**src/rtl/flag_off_pkg.sv**
```systemverilog
package flag_off_pkg;

  typedef enum logic {
    PROG_PARALLEL = 1'b0,
    PROG_SERIAL   = 1'b1
  } prog_mode_e;

  typedef struct packed {
    logic pwr;     // parallel byte write accepted
    logic prd;     // parallel byte read accepted
    logic sshift;  // serial shift accepted
    logic mwr;     // memory write strobe
    logic mrd;     // memory read strobe
  } acc_req_t;

endpackage

```
**src/rtl/flag_off_rstsync.sv**
```systemverilog
module flag_off_rstsync #(
  parameter int STAGES = 2
) (
  input  logic clk,
  input  logic rst_n_in,
  output logic rst_n_out
);

  logic [STAGES-1:0] sync_q;
  logic [STAGES-1:0] sync_d;

  always_comb begin
    sync_d = {sync_q[STAGES-2:0], 1'b1};
  end

  always_ff @(posedge clk or negedge rst_n_in) begin
    if (!rst_n_in) sync_q <= '0;
    else           sync_q <= sync_d;
  end

  assign rst_n_out = sync_q[STAGES-1];

endmodule

```
**src/rtl/flag_off_decode.sv**
```systemverilog
module flag_off_decode
  import flag_off_pkg::*;
(
  input  logic     clk,
  input  logic     core_rdy,
  input  logic     strap_serial,
  input  logic     prog_n,
  input  logic     wr_en,
  input  logic     rd_en,
  input  logic     ser_en,
  output acc_req_t req
);

  prog_mode_e mode_q;
  prog_mode_e mode_d;
  logic       mode_en;

  // method is captured continuously while reset is held, frozen afterwards
  always_comb begin
    mode_en = !core_rdy;
    mode_d  = prog_mode_e'(strap_serial);
  end

  always_ff @(posedge clk) begin
    if (mode_en) mode_q <= mode_d;
  end

  always_comb begin
    req        = '0;
    req.pwr    = core_rdy && !prog_n && wr_en  && (mode_q == PROG_PARALLEL);
    req.sshift = core_rdy && !prog_n && ser_en && (mode_q == PROG_SERIAL);
    req.prd    = core_rdy && !prog_n && rd_en;
    req.mwr    = core_rdy &&  prog_n && wr_en;
    req.mrd    = core_rdy &&  prog_n && rd_en;
  end

  // the latched method never moves outside reset
  assert_mode_frozen_R6: assert property (@(posedge clk) disable iff (!core_rdy)
    1'b1 |=> $stable(mode_q));

endmodule

```
**src/rtl/flag_off_regs.sv**
```systemverilog
module flag_off_regs #(
  parameter int BYTE_W    = 8,
  parameter int NUM_BYTES = 4,
  parameter int OFF_W     = 16,
  parameter logic [OFF_W-1:0] DEF_LO = 16'h007F,
  parameter logic [OFF_W-1:0] DEF_HI = 16'h03FF,
  localparam int PTR_W    = $clog2(NUM_BYTES),
  localparam int TOT_W    = NUM_BYTES * BYTE_W
) (
  input  logic              clk,
  input  logic              core_rdy,
  input  logic              dflt_hi,
  input  logic              pwr,
  input  logic              sshift,
  input  logic [BYTE_W-1:0] wdata,
  input  logic              ser_bit,
  output logic [TOT_W-1:0]  store_o
);

  localparam int BYTES_PER_OFF = OFF_W / BYTE_W;
  localparam int LAST_IDX      = NUM_BYTES - 1;

  logic [TOT_W-1:0] store_q, store_d, dflt_vec;
  logic             store_en;
  logic [PTR_W-1:0] wptr_q, wptr_d;
  logic [OFF_W-1:0] dflt_word;

  assign dflt_word = dflt_hi ? DEF_HI : DEF_LO;

  // every offset shares the same default word, replicated per byte
  for (genvar i = 0; i < NUM_BYTES; i++) begin : g_dflt
    localparam int SUB = i % BYTES_PER_OFF;
    assign dflt_vec[i*BYTE_W +: BYTE_W] = dflt_word[SUB*BYTE_W +: BYTE_W];
  end

  always_comb begin
    store_d = store_q;
    if (sshift)   store_d = {ser_bit, store_q[TOT_W-1:1]};
    else if (pwr) store_d[int'(wptr_q)*BYTE_W +: BYTE_W] = wdata;
    if (!core_rdy) store_d = dflt_vec;
    store_en = !core_rdy || sshift || pwr;
  end

  always_ff @(posedge clk) begin
    if (store_en) store_q <= store_d;
  end

  always_comb begin
    wptr_d = wptr_q;
    if (pwr) wptr_d = (int'(wptr_q) == LAST_IDX) ? '0 : wptr_q + 1'b1;
  end

  always_ff @(posedge clk or negedge core_rdy) begin
    if (!core_rdy) wptr_q <= '0;
    else if (pwr)  wptr_q <= wptr_d;
  end

  assign store_o = store_q;

  // each accepted write moves the pointer one byte, modulo the count
  assert_wr_step_R3: assert property (@(posedge clk) disable iff (!core_rdy)
    pwr |=> int'(wptr_q) == (int'($past(wptr_q)) + 1) % NUM_BYTES);

  // no write, no pointer movement
  assert_wptr_hold_R8: assert property (@(posedge clk) disable iff (!core_rdy)
    !pwr |=> $stable(wptr_q));

  // the shifted bit enters at the top of the chain
  assert_ser_entry_R5: assert property (@(posedge clk) disable iff (!core_rdy)
    sshift |=> store_q[TOT_W-1] == $past(ser_bit));

  // no accepted programming, no offset change
  assert_idle_hold_R6: assert property (@(posedge clk) disable iff (!core_rdy)
    (!pwr && !sshift) |=> $stable(store_q));

endmodule

```
**src/rtl/flag_off_rdport.sv**
```systemverilog
module flag_off_rdport #(
  parameter int BYTE_W    = 8,
  parameter int NUM_BYTES = 4,
  localparam int PTR_W    = $clog2(NUM_BYTES),
  localparam int TOT_W    = NUM_BYTES * BYTE_W,
  localparam int BUS_W    = BYTE_W + 1
) (
  input  logic             clk,
  input  logic             core_rdy,
  input  logic             prd,
  input  logic [TOT_W-1:0] store_i,
  output logic [BUS_W-1:0] dout
);

  localparam int LAST_IDX = NUM_BYTES - 1;

  logic [PTR_W-1:0]  rptr_q, rptr_d;
  logic [BYTE_W-1:0] rd_byte;
  logic [BUS_W-1:0]  dout_q, dout_d;

  always_comb begin
    rd_byte = store_i[int'(rptr_q)*BYTE_W +: BYTE_W];
    dout_d  = {1'b0, rd_byte};
    rptr_d  = (int'(rptr_q) == LAST_IDX) ? '0 : rptr_q + 1'b1;
  end

  always_ff @(posedge clk or negedge core_rdy) begin
    if (!core_rdy) begin
      rptr_q <= '0;
      dout_q <= '0;
    end else if (prd) begin
      rptr_q <= rptr_d;
      dout_q <= dout_d;
    end
  end

  assign dout = dout_q;

  // each read moves the read pointer one byte, modulo the count
  assert_rd_step_R4: assert property (@(posedge clk) disable iff (!core_rdy)
    prd |=> int'(rptr_q) == (int'($past(rptr_q)) + 1) % NUM_BYTES);

  // output holds between reads
  assert_dout_hold_R4: assert property (@(posedge clk) disable iff (!core_rdy)
    !prd |=> $stable(dout_q));

endmodule

```
**src/rtl/flag_off_loader.sv**
```systemverilog
module flag_off_loader
  import flag_off_pkg::*;
#(
  parameter int OFF_W       = 16,
  parameter int BYTE_W      = 8,
  parameter int SYNC_STAGES = 2,
  parameter logic [OFF_W-1:0] DEF_LO = 16'h007F,
  parameter logic [OFF_W-1:0] DEF_HI = 16'h03FF
) (
  input  logic             clk,
  input  logic             rst_n,
  input  logic             strap_serial,
  input  logic             prog_n,
  input  logic             wr_en,
  input  logic             rd_en,
  input  logic             ser_en,
  input  logic             ser_din,
  input  logic [BYTE_W:0]  din,
  output logic [BYTE_W:0]  dout,
  output logic             mem_wr,
  output logic             mem_rd,
  output logic [OFF_W-1:0] empty_off,
  output logic [OFF_W-1:0] full_off
);

  localparam int NUM_OFF   = 2;
  localparam int NUM_BYTES = NUM_OFF * (OFF_W / BYTE_W);
  localparam int TOT_W     = NUM_BYTES * BYTE_W;

  logic             core_rdy;
  acc_req_t         req;
  logic [TOT_W-1:0] store;

  flag_off_rstsync #(.STAGES(SYNC_STAGES)) u_rst (
    .clk       (clk),
    .rst_n_in  (rst_n),
    .rst_n_out (core_rdy)
  );

  flag_off_decode u_dec (
    .clk          (clk),
    .core_rdy     (core_rdy),
    .strap_serial (strap_serial),
    .prog_n       (prog_n),
    .wr_en        (wr_en),
    .rd_en        (rd_en),
    .ser_en       (ser_en),
    .req          (req)
  );

  flag_off_regs #(
    .BYTE_W    (BYTE_W),
    .NUM_BYTES (NUM_BYTES),
    .OFF_W     (OFF_W),
    .DEF_LO    (DEF_LO),
    .DEF_HI    (DEF_HI)
  ) u_regs (
    .clk      (clk),
    .core_rdy (core_rdy),
    .dflt_hi  (prog_n),
    .pwr      (req.pwr),
    .sshift   (req.sshift),
    .wdata    (din[BYTE_W-1:0]),
    .ser_bit  (ser_din),
    .store_o  (store)
  );

  flag_off_rdport #(
    .BYTE_W    (BYTE_W),
    .NUM_BYTES (NUM_BYTES)
  ) u_rd (
    .clk      (clk),
    .core_rdy (core_rdy),
    .prd      (req.prd),
    .store_i  (store),
    .dout     (dout)
  );

  assign mem_wr    = req.mwr;
  assign mem_rd    = req.mrd;
  assign empty_off = store[OFF_W-1:0];
  assign full_off  = store[TOT_W-1 -: OFF_W];

  // memory strobes only while the program pin is high
  assert_mem_gate_R8: assert property (@(posedge clk) disable iff (!core_rdy)
    (mem_wr || mem_rd) |-> prog_n);

endmodule

```
**config.mk**
```make
export PLATFORM = sky130hd
export DESIGN_NAME = flag_off_loader
export DESIGN_NICKNAME = d
export VERILOG_FILES = /design/src/rtl/flag_off_pkg.sv /design/src/rtl/flag_off_rstsync.sv /design/src/rtl/flag_off_decode.sv /design/src/rtl/flag_off_regs.sv /design/src/rtl/flag_off_rdport.sv /design/src/rtl/flag_off_loader.sv
export SDC_FILE = /design/constraint.sdc
export NUM_CORES = 1
export LEC_CHECK = 0
export BUFFER_PORTS_ARGS = -buffer_cell sky130_fd_sc_hd__buf_4
export CAP_MARGIN = 5
export CELL_PAD_IN_SITES_DETAIL_PLACEMENT = 0
export CELL_PAD_IN_SITES_GLOBAL_PLACEMENT = 2
export CORE_UTILIZATION = 37
export CTS_CLUSTER_SIZE = 28
export DETAILED_ROUTE_END_ITERATION = 8
export PLACE_DENSITY_LB_ADDON = 0.15
export SLEW_MARGIN = 20
export SYNTH_ARGS = -nofsm -noshare
export SYNTH_HDL_FRONTEND = slang
export SYNTH_HIERARCHICAL = 1
export SYNTH_SLANG_ARGS = --single-unit
```
**constraint.sdc**
```tcl
create_clock -name clk -period 1.52 [get_ports clk]
set_input_delay 0.152 -clock clk [delete_from_list [all_inputs] [get_ports clk]]
set_output_delay 0.152 -clock clk [all_outputs]
set_load 0.03 [all_outputs]
```
==> results of run 1 <==
-- metal layers --
layer  part of all wire  up-vias  GRT usage
met4             0.0084        0     0.0477
li1                   -     1122          -
met1               0.47     1162      0.320
met2               0.49       56      0.371
met3              0.033        6     0.0320
met5                  0        -          0
-- kinds of logic after synthesis --
kind of cell / after synthesis / share of synthesized area
flip-flops: 47 / 0.492
buffers and inverters: 26 / 0.0524
other: 2 / 0.00276
AO/OA/AOI/OAI: 63 / 0.164
multiplexers: 18 / 0.0671
adder cells (fa/ha/maj): 7 / 0.0322
AND/OR/NAND/NOR: 87 / 0.190
-- state kept, by name (all words and copies together) (netlist names) --
name	count
u_rd/dout	8
u_rd/rptr_q	2
u_regs/wptr_q	2
u_regs/store_o	32
u_rst/sync_q	2
u_dec/mode_q	1
-- area by class of cell --
cell class                 instances  area (um2)  share of cell area
clock inverter                     2        60.1              0.0156
tap                               96         120              0.0313
clock buffer                       6        72.6              0.0189
multi-input combinational        177        1360               0.353
timing repair buffer             100         847               0.221
sequential                        47        1340               0.350
inverter                           9        40.0              0.0104
-- report_power, final --
part	internal [mW]	switching [mW]
logic	1.41	1.64
clock network	0.658	0.432
registers	1.72	0.267
-- placed cells by master (no fill, tap or decap), types with 2 or more instances in the layout --
cell | netlist | final
sky130_fd_sc_hd__a21o_1 | 4 | 4
sky130_fd_sc_hd__a21oi_1 | 24 | 18
sky130_fd_sc_hd__a21oi_2 | 0 | 6
sky130_fd_sc_hd__a221o_1 | 11 | 11
sky130_fd_sc_hd__a221o_2 | 3 | 3
sky130_fd_sc_hd__a22oi_1 | 3 | 3
sky130_fd_sc_hd__a31oi_1 | 4 | 3
sky130_fd_sc_hd__and3_1 | 7 | 6
sky130_fd_sc_hd__and3_2 | 2 | 2
sky130_fd_sc_hd__and4b_2 | 1 | 2
sky130_fd_sc_hd__buf_12 | 1 | 6
sky130_fd_sc_hd__buf_4 | 3 | 88
sky130_fd_sc_hd__buf_6 | 1 | 5
sky130_fd_sc_hd__bufinv_16 | 0 | 2
sky130_fd_sc_hd__clkbuf_8 | 0 | 5
sky130_fd_sc_hd__conb_1 | 2 | 2
sky130_fd_sc_hd__dfrtp_1 | 14 | 12
sky130_fd_sc_hd__dfrtp_2 | 0 | 2
sky130_fd_sc_hd__edfxtp_1 | 33 | 33
sky130_fd_sc_hd__ha_1 | 7 | 4
sky130_fd_sc_hd__ha_4 | 0 | 2
sky130_fd_sc_hd__inv_1 | 9 | 5
sky130_fd_sc_hd__inv_2 | 0 | 2
sky130_fd_sc_hd__mux2_2 | 2 | 2
sky130_fd_sc_hd__mux2i_1 | 16 | 16
sky130_fd_sc_hd__nand2_1 | 26 | 24
sky130_fd_sc_hd__nand2_2 | 0 | 2
sky130_fd_sc_hd__nand2b_1 | 10 | 8
sky130_fd_sc_hd__nand3_1 | 9 | 7
sky130_fd_sc_hd__nand3_2 | 0 | 2
sky130_fd_sc_hd__nand4_1 | 4 | 4
sky130_fd_sc_hd__nand4b_1 | 2 | 2
sky130_fd_sc_hd__nor2_1 | 13 | 12
sky130_fd_sc_hd__nor3b_4 | 1 | 2
sky130_fd_sc_hd__nor4bb_2 | 0 | 2
sky130_fd_sc_hd__o21ai_0 | 5 | 5
sky130_fd_sc_hd__o221ai_1 | 8 | 8
-- timing repair --
action	CTS	global route
resized for setup	6	27
pin swaps	7	13
setup buffers	1	1
hold endpoints to repair	2	0
hold buffers	1	0
endpoints found under the setup margin	62	73
-- how the worst min path moves through the flow --
stage / from / endpoint / slack [ps]
final: strap_serial / u_dec/mode_q$_DFFE_PN_ / 20
after floorplan: rst_n / u_rst/sync_q[0]$_DFF_PN0_ / -140
after global routing: strap_serial / u_dec/mode_q$_DFFE_PN_ / 10
after CTS: strap_serial / u_dec/mode_q$_DFFE_PN_ / 10
after detailed placement: rst_n / u_rst/sync_q[0]$_DFF_PN0_ / -50
after global placement: rst_n / u_rst/sync_q[0]$_DFF_PN0_ / -50
==> impl_metrics.json, run 1 <==
{
  "outcome": "finished, violations left",
  "failed_checks": "negative setup slack",
  "die_width_um": 87.8,
  "path_cells": "inv_4 -> ha_4 -> and4b_2 -> a221o_2",
  "start_util": 0.392,
  "power_density_of_the_placed_cells_nw_per_um2": 1590,
  "globalRouteTotalUtil": 0.227,
  "fp.coreArea_um2": 6940,
  "cp_max_fo": 7,
  "pin_count_of_the_biggest_net_entering_global_routing": 20,
  "die-area_um2": 7710,
  "grt_pass1_vias": 2275,
  "worst_hold_slack_ps": 24.7,
  "placement.cell_area_um2": 3550,
  "synth.ff_latch_count": 47,
  "max-vdd-ir-drop_uv": 657,
  "gp_routability_congestion": 0.814,
  "final_worst_path_period_need_ps": 1650,
  "detail_route.drc_violations": 0,
  "cts.htree.levels": 2,
  "setup_viol": 43,
  "count_of_cell_instances_traversed_by_the_critical_path": 4,
  "p_total_mw": 6.12,
  "placed_cells": 426,
  "cts_tree": "built",
  "critical_path_buf_inv_count": 1,
  "synthesis.area_per_instance_um2": 10.9,
  "synth-seq-area-share": 0.492,
  "netlist.area_leader.share": 0.364,
  "detailedPlacementHpwl_um": 6280,
  "drt-wirelength-per-cell_um": 18.9,
  "yosys_warnings": 6,
  "antenna_cells_inserted": 0,
  "critical_path_class": "reg -> reg",
  "ranking_of_synthesized_cells_by_area": "sky130_fd_sc_hd__edfxtp_1, sky130_fd_sc_hd__dfrtp_1, sky130_fd_sc_hd__mux2i_1",
  "drt-pass1-iter-count": 4,
  "number_of_nets_in_the_final_layout": 364,
  "most_area_hungry_cell_type_in_the_yosys_netlist": "sky130_fd_sc_hd__edfxtp_1",
  "post-route-cell-area_um2": 3840,
  "antenna_violating_nets_post_route": 0,
  "most_frequently_used_flop_master_after_synthesis": "sky130_fd_sc_hd__edfxtp_1",
  "yosys.cell_types.count": 41,
  "worst-endpoint-required_ps": 1580,
  "timing.final.crit_share": 1.08,
  "cp-endpoint": "u_regs/store_o[26]$_SDFFCE_PN0P_",
  "critical_path_source_type": "register",
  "layout.filler_cells": 658,
  "synthCells": 250,
  "grt_pass1_wl_um": 12700,
  "grt_setup_unrepaired": "yes",
  "post-route-util": 0.553,
  "critPathCaptureType": "register",
  "achievable-frequency_mhz": 608,
  "grt_antenna_before_repair": 0,
  "startpoint": "u_regs/wptr_q[0]$_DFFE_PN0P_",
  "finalMaxSlewViolations": 0,
  "cpMaxStageDelayCell": "sky130_fd_sc_hd__dfrtp_2",
  "via_count": 2346,
  "preCtsSetupSlack_ps": -137,
  "clk_transition_reported_paths_ps": 90,
  "number_of_flops_mapped_to_enable_cells_by_yosys": 33,
  "instances_no_fill": 437,
  "post_route_cells_drive_above_1_share": 0.437,
  "cts.root.buffer_cell": "sky130_fd_sc_hd__clkbuf_8",
  "synth_fp_nets": 274,
  "cts-root-to-sink-buffers": 2,
  "setup_ws_ps": -126,
  "port_buffers": 57,
  "cellLeakagePower_nw": 1.61,
  "synthArstFlopShare": 0.298,
  "yosys.cell_count.top_type": "sky130_fd_sc_hd__edfxtp_1",
  "tns_ps": -1990,
  "reg2reg_depth": 4,
  "reg2reg_to": "u_regs/store_o[26]$_SDFFCE_PN0P_",
  "area_delta_synth_final_pct": 40.9,
  "cts_num_sinks": 47,
  "drt-total-wl_um": 8250,
  "worst_skew_pair.late_latency_ps": 300,
  "clock-skew-final_ps": 4.07,
  "finalHoldViolCount": 0,
  "syn-cell-area_um2": 2720,
  "worst_hold_path_type": "in -> reg",
  "worst_r2r_startpoint": "u_regs/wptr_q[0]$_DFFE_PN0P_",
  "critPathArrivalTime_ps": 1700,
  "detail_route.vias_per_cell": 5.37,
  "worst_path_dominant_cell_family": "flip-flops",
  "dieHeight_um": 87.8,
  "grt_overflow": 0,
  "cts_inserted_buffers": 5,
  "min_path_cells": 1,
  "synthTopCellsByCount": "sky130_fd_sc_hd__edfxtp_1, sky130_fd_sc_hd__nand2_1, sky130_fd_sc_hd__a21oi_1, sky130_fd_sc_hd__mux2i_1, sky130_fd_sc_hd__dfrtp_1",
  "ff2ff_setup_slack_ps": -130,
  "max_cap_violation_count": 0,
  "ioPinCount": 60,
  "fp-row-count": 30,
  "timing.critical_path.slowest_cell_delay_ps": 420,
  "drtIter0Drc": 137
}
No activity file was read; power rests on OpenSTA's default activity.
==> run 2, diff against run 1 <==
--- a/config.mk
+++ b/config.mk
@@ -5,11 +5,12 @@
 export SDC_FILE = /design/constraint.sdc
 export NUM_CORES = 1
 export LEC_CHECK = 0
+export ABC_AREA = 1
 export BUFFER_PORTS_ARGS = -buffer_cell sky130_fd_sc_hd__buf_4
 export CAP_MARGIN = 5
 export CELL_PAD_IN_SITES_DETAIL_PLACEMENT = 0
 export CELL_PAD_IN_SITES_GLOBAL_PLACEMENT = 2
-export CORE_UTILIZATION = 37
+export CORE_UTILIZATION = 34
 export CTS_CLUSTER_SIZE = 28
 export DETAILED_ROUTE_END_ITERATION = 8
 export PLACE_DENSITY_LB_ADDON = 0.15
==> run 2 against run 1 <==
The run now ends clean. Highest routed layer unchanged. Die area up 20%. Combinational power is 3% lower. Clock power shrank 30%. Synthesized cell count rose by 60%. Largest power group unchanged. Critical path depth is 3 higher. Critical endpoint is now u_regs/store_o[10]$_SDFFCE_PN0P_. Sequential share of layout area fell by 0.74 points.
==> impl_metrics.json, run 2 <==
{
  "cts.htree.levels": 2,
  "netlist.area_leader.share": 0.328,
  "post-route-cell-area_um2": 3920,
  "synth_fp_nets": 425,
  "ranking_of_synthesized_cells_by_area": "sky130_fd_sc_hd__edfxtp_1, sky130_fd_sc_hd__nand2_1, sky130_fd_sc_hd__dfrtp_1",
  "timing.final.crit_share": 0.987,
  "worst_r2r_startpoint": "u_rst/sync_q[1]$_DFF_PN0_",
  "min_path_cells": 1,
  "detailedPlacementHpwl_um": 7260,
  "pin_count_of_the_biggest_net_entering_global_routing": 27,
  "worst_skew_pair.late_latency_ps": 300,
  "netSwitchingPower_mw": 2.63,
  "cellLeakagePower_nw": 1.86,
  "port_buffers": 57,
  "drt-total-wl_um": 9330,
  "clock-skew-final_ps": 7.97,
  "achievable-frequency_mhz": 667,
  "start_util": 0.348,
  "setup_ws_ps": 19.7,
  "instances_no_fill": 587,
  "syn-cell-area_um2": 3020,
  "largest_register_ff_count": 32,
  "clk_transition_reported_paths_ps": 90,
  "via_count": 2902,
  "antenna_violating_nets_post_route": 0,
  "cp_max_fo": 6,
  "final_worst_path_period_need_ps": 1500,
  "synth.ff_latch_count": 47,
  "yosys.cell_count.top_type": "sky130_fd_sc_hd__nand2_1",
  "grt_overflow": 0,
  "layout.filler_cells": 988,
  "p_total_mw": 5.70,
  "setup_viol": 0,
  "number_of_flops_mapped_to_enable_cells_by_yosys": 33,
  "worst_hold_path_type": "in -> reg",
  "switching_share": 0.461,
  "number_of_nets_in_the_final_layout": 502,
  "critical_path_source_type": "register",
  "clock_power_share": 0.133,
  "preCtsSetupSlack_ps": -1.28,
  "synth-seq-area-share": 0.444,
  "worst-endpoint-required_ps": 1570,
  "cts_inserted_buffers": 5,
  "sink_of_the_worst_hold_path": "u_dec/mode_q$_DFFE_PN_",
  "die_width_um": 96.3,
  "power_frac_comb": 0.518,
  "area_delta_synth_final_pct": 29.8,
  "dieHeight_um": 96.3,
  "synthCells": 401,
  "post_route_cells_drive_above_1_share": 0.290,
  "detail_route.vias_per_cell": 4.94,
  "tns_ps": 0,
  "fp.coreArea_um2": 8680,
  "min-delay-start": "strap_serial",
  "cts_num_sinks": 47,
  "synthesis.area_per_instance_um2": 7.53,
  "most_frequently_used_flop_master_after_synthesis": "sky130_fd_sc_hd__edfxtp_1",
  "placed_cells": 571,
  "antenna_cells_inserted": 0,
  "placement.cell_area_um2": 3670,
  "internal_power_mw": 3.08,
  "post-route-util": 0.452,
  "fp-row-count": 34,
  "critical_path_class": "reg -> reg",
  "multi_input_gate_area_um2": 1400,
  "outcome": "complete, no violations",
  "synthTopCellsByCount": "sky130_fd_sc_hd__nand2_1, sky130_fd_sc_hd__inv_1, sky130_fd_sc_hd__a21oi_1, sky130_fd_sc_hd__nand3_1, sky130_fd_sc_hd__edfxtp_1",
  "ff2ff_setup_slack_ps": 20,
  "grt_antenna_before_repair": 0,
  "drtIter0Drc": 171,
  "most_area_hungry_cell_type_in_the_yosys_netlist": "sky130_fd_sc_hd__edfxtp_1",
  "grt_pass1_wl_um": 14300,
  "yosys.cell_types.count": 25,
  "max-vdd-ir-drop_uv": 788,
  "layout_common_cells": "sky130_fd_sc_hd__nand2_1, sky130_fd_sc_hd__buf_4, sky130_fd_sc_hd__inv_1",
  "cts-root-to-sink-buffers": 2,
  "drt-wirelength-per-cell_um": 15.9,
  "pwr-share-seq": 0.349,
  "grt_pass1_vias": 2750,
  "die-area_um2": 9260,
  "yosys_warnings": 6,
  "ioPinCount": 60,
  "detail_route.drc_violations": 0,
  "synthArstFlopShare": 0.298,
  "worst_hold_slack_ps": 23.2,
  "ff_latch_area_um2": 1340,
  "drt-pass1-iter-count": 5,
  "cts_tree": "built",
  "reg2reg_depth": 7,
  "cts.root.buffer_cell": "sky130_fd_sc_hd__clkbuf_8",
  "reg2reg_to": "u_regs/store_o[10]$_SDFFCE_PN0P_",
  "critPathArrivalTime_ps": 1550,
  "globalRouteTotalUtil": 0.210,
  "finalHoldViolCount": 0,
  "most_frequent_standard_cell_in_the_layout_excluding_fill_and_tap_cells": "sky130_fd_sc_hd__nand2_1",
  "gp_routability_congestion": 0.820,
  "critPathCaptureType": "register",
  "max_cap_violation_count": 0,
  "finalMaxSlewViolations": 0,
  "power_density_of_the_placed_cells_nw_per_um2": 1450
}
[run 2: area by class of cell]
type / instances / area share
inverters: 69 / 0.0712
multi-input cells: 270 / 0.357
clock inverters: 2 / 0.00319
repair buffers: 85 / 0.173
clock buffers: 6 / 0.0185
well taps: 108 / 0.0345
flip-flops and latches: 47 / 0.343
[run 2: worst max-delay path, stage by stage (launching register included)]
cell and delay (ps):
sky130_fd_sc_hd__dfrtp_2 410, sky130_fd_sc_hd__nand2_2 90, sky130_fd_sc_hd__nor2_2 120, sky130_fd_sc_hd__buf_6 160, sky130_fd_sc_hd__inv_4 60, sky130_fd_sc_hd__buf_4 150
sky130_fd_sc_hd__o21ai_0 210, sky130_fd_sc_hd__a21oi_2 50
[run 2: repair_timing]
item / in CTS / in global routing
buffers inserted: 1 / 6
hold endpoints to repair: 2 / 0
hold buffers: 1 / 0
pin swaps: 2 / 3
setup endpoints to repair: 38 / 59
gates resized for setup: 2 / 27
[run 2: how the worst max path moves through the flow]
stage / start / end / slack [ps] / depth (start not counted)
final: u_rst/sync_q[1]$_DFF_PN0_ / u_regs/store_o[10]$_SDFFCE_PN0P_ / 20 / 7
after global routing: u_rst/sync_q[1]$_DFF_PN0_ / mem_rd / -3 / 5
after CTS: u_rst/sync_q[1]$_DFF_PN0_ / u_regs/store_o[8]$_DFFE_PP_ / -50 / 8
after detailed placement: u_rst/sync_q[1]$_DFF_PN0_ / u_regs/store_o[8]$_DFFE_PP_ / -1 / 8
after global placement: u_rst/sync_q[1]$_DFF_PN0_ / u_regs/store_o[8]$_DFFE_PP_ / 6 / 8
after floorplan: u_regs/wptr_q[0]$_DFFE_PN0P_ / u_regs/store_o[25]$_DFFE_PP_ / -20 / 10
[run 2: kinds of logic after synthesis]
family,after synthesis,share of synthesized area
and+or+nand+nor,195,0.282
buffers and inverters,84,0.130
AOI/OAI and AO/OA,66,0.113
DFF,47,0.444
adders and majority gates,7,0.0290
other,2,0.00249
[run 2: metal layers]
| metal | track usage | up-vias | share of wire |
|---|---|---|---|
| met2 | 0.347 | 76 | 0.47 |
| met1 | 0.287 | 1377 | 0.48 |
| met5 | 0 | - | 0 |
| met3 | 0.0292 | 12 | 0.036 |
| met4 | 0.0560 | 0 | 0.014 |
| li1 | - | 1437 | - |
[run 2: power groups by stage]
stage | clock (mW) | sequential [mW] | combinational [mW]
finish | 0.761 | 1.99 | 2.96
global route | 0.836 | 2.03 | 3.25
CTS | 0.785 | 1.98 | 2.87
detailed placement | 0 | 2.01 | 2.85
global placement | 0 | 2.00 | 2.84
floorplan | 0 | 2.33 | 1.66
==> run 3, diff against run 2 <==
--- a/config.mk
+++ b/config.mk
@@ -10,6 +10,7 @@
 export CAP_MARGIN = 5
 export CELL_PAD_IN_SITES_DETAIL_PLACEMENT = 0
 export CELL_PAD_IN_SITES_GLOBAL_PLACEMENT = 2
+export CORE_MARGIN = 2
 export CORE_UTILIZATION = 34
 export CTS_CLUSTER_SIZE = 28
 export DETAILED_ROUTE_END_ITERATION = 8
==> run 3 against run 2 <==
Fmax grew 0.47%. Flip-flop and latch count is the same. Critical path depth shrank 3. Die area rose by 4.2%. Non-clock buffer count is 4 higher. Core utilization increased by 1.2 points. Register-to-register slack about the same. Critical path type unchanged. Highest routed layer unchanged.
==> impl_metrics.json, run 3 (synthesis results as in run 2) <==
{
  "critical_path_source_type": "register",
  "outcome": "complete, no violations",
  "drt-wirelength-per-cell_um": 16.4,
  "clock-skew-final_ps": 6.41,
  "cts.root.buffer_cell": "sky130_fd_sc_hd__clkbuf_8",
  "timing.final.crit_share": 0.982,
  "fp-row-count": 34,
  "post_route_cells_drive_above_1_share": 0.316,
  "max_cap_violation_count": 0,
  "grt_setup_unrepaired": "yes",
  "via_count": 2923,
  "gp_routability_congestion": 0.845,
  "drtIter0Drc": 159,
  "grt_overflow": 0,
  "globalRouteTotalUtil": 0.199,
  "detail_route.vias_per_cell": 4.94,
  "grt_pass1_wl_um": 15100,
  "post-route-util": 0.463,
  "detail_route.drc_violations": 0,
  "gr-max-usage-layer": "met2",
  "drt-pass1-iter-count": 5,
  "worst_hold_path_type": "in -> reg",
  "antenna_cells_inserted": 0,
  "cp_max_fo": 6,
  "critPathCaptureType": "register",
  "most_frequent_standard_cell_in_the_layout_excluding_fill_and_tap_cells": "sky130_fd_sc_hd__nand2_1",
  "die_width_um": 98.3,
  "cts_inserted_buffers": 5,
  "grt_pass1_vias": 2921,
  "gr-usage-met2": 0.335,
  "placement.cell_area_um2": 3680,
  "grt_antenna_before_repair": 0,
  "worst-endpoint-required_ps": 1520,
  "drt-total-wl_um": 9710,
  "clk_transition_reported_paths_ps": 90,
  "detailedPlacementHpwl_um": 7340,
  "largest_register_ff_count": 32,
  "power_density_of_the_placed_cells_nw_per_um2": 1480,
  "antenna_violating_nets_post_route": 0,
  "fp.coreArea_um2": 8680,
  "cts-root-to-sink-buffers": 2,
  "number_of_nets_in_the_final_layout": 507,
  "finalMaxSlewViolations": 0,
  "finalHoldViolCount": 0,
  "post-route-cell-area_um2": 4020,
  "pin_count_of_the_biggest_net_entering_global_routing": 27,
  "max-vdd-ir-drop_uv": 938,
  "cts_tree": "built",
  "setup_viol": 0,
  "final_worst_path_period_need_ps": 1490,
  "global_route.usage.met1": 0.275,
  "critical_path_class": "reg -> reg",
  "achievable-frequency_mhz": 670,
  "path_cells": "nand2_4 -> nor2_2 -> inv_1 -> o21ai_1",
  "start_util": 0.348,
  "dieHeight_um": 98.3,
  "ioPinCount": 60,
  "critPathArrivalTime_ps": 1490,
  "cellLeakagePower_nw": 1.90,
  "die-area_um2": 9650,
  "cts.htree.levels": 2,
  "timing.critical_path.slowest_cell_delay_ps": 440,
  "area_delta_synth_final_pct": 33.1,
  "cpMaxStageDelayCell": "sky130_fd_sc_hd__dfrtp_2",
  "port_buffers": 57,
  "grt_met3_usage": 0.0286,
  "worst_skew_pair.late_latency_ps": 300,
  "cts_num_sinks": 47,
  "layout_common_cells": "sky130_fd_sc_hd__nand2_1, sky130_fd_sc_hd__buf_4, sky130_fd_sc_hd__inv_1"
}
-- run 3: cell count changes in the layout (fill, tap and decap cells not counted), moves of 2 or more --
cell,previous run,this run
sky130_fd_sc_hd__o21ai_1,1,5
sky130_fd_sc_hd__o21ai_0,11,8
sky130_fd_sc_hd__nand2_4,2,5
sky130_fd_sc_hd__nor2_1,29,23
sky130_fd_sc_hd__buf_4,79,81
sky130_fd_sc_hd__nor2_2,4,9
-- run 3: routing by layer --
metal,vias to the layer above,share of wire
met4,0,0.0069
met2,76,0.49
met3,6,0.060
met5,-,0
li1,1443,-
met1,1398,0.45
-- run 3: worst paths after layout --
kind	startpoint	slack, ps	to	cells after the start
setup / recovery	u_rst/sync_q[1]$_DFF_PN0_	30	u_regs/store_o[9]$_DFFE_PP_	4
hold / removal	strap_serial	30	u_dec/mode_q$_DFFE_PN_	1
setup reg to reg	u_rst/sync_q[1]$_DFF_PN0_	30	u_regs/store_o[9]$_DFFE_PP_	4
hold reg to reg	u_rst/sync_q[0]$_DFF_PN0_	360	u_rst/sync_q[1]$_DFF_PN0_	0
max in group asynchronous	u_rst/sync_q[1]$_DFF_PN0_	800	u_regs/wptr_q[0]$_DFFE_PN0P_	3
min in group asynchronous	rst_n	150	u_rst/sync_q[1]$_DFF_PN0_	2
-- run 3: power by group --
part	total, mW	switching (mW)	leakage (nW)	internal [mW]
Combinational	3.01	1.92	1.36	1.09
Sequential	2.00	0.303	0.492	1.69
Clock	0.924	0.441	0.0556	0.482
Total	5.93	2.66	1.90	3.27
-- run 3: timing repair --
action                                  CTS  global route
gates resized for setup                  11            34
pin swaps                                 2            10
endpoints found under the hold margin     2             0
setup buffers                             1             8
gates cloned                              0             1
hold buffers                              1             0
endpoints found under the setup margin   32            60
-- run 3: area by class of cell --
| class | instances | area, um2 |
|---|---|---|
| multi-input cells | 271 | 1440 |
| fillers | 910 | 4660 |
| inverters | 69 | 279 |
| well taps | 108 | 135 |
| clock inverters | 3 | 38.8 |
| repair buffers | 89 | 718 |
| clock buffers | 5 | 68.8 |
| flip-flops and latches | 47 | 1340 |
-- run 3: metrics by stage --
stage	setup slack (ps)	setup TNS [ps]	instances	power (mW)	hold slack, ps
after floorplan	-21.8	-92.0	401	3.99	-144
after global placement	4.10	0	573	4.87	-59.1
after detailed placement	-0.552	-0.552	573	4.88	-60.3
after CTS	3.06	0	583	5.84	29.8
after global routing	-26.3	-100	592	6.36	27.6
final	26.7	0	592	5.93	31.2
-- run 3: worst max-delay path: cells and delay by family (launching register included) --
kind            cells  cell delay, ps
simple gates        2             240
compound gates      1             270
buf+inv             1             230
flops               1             440
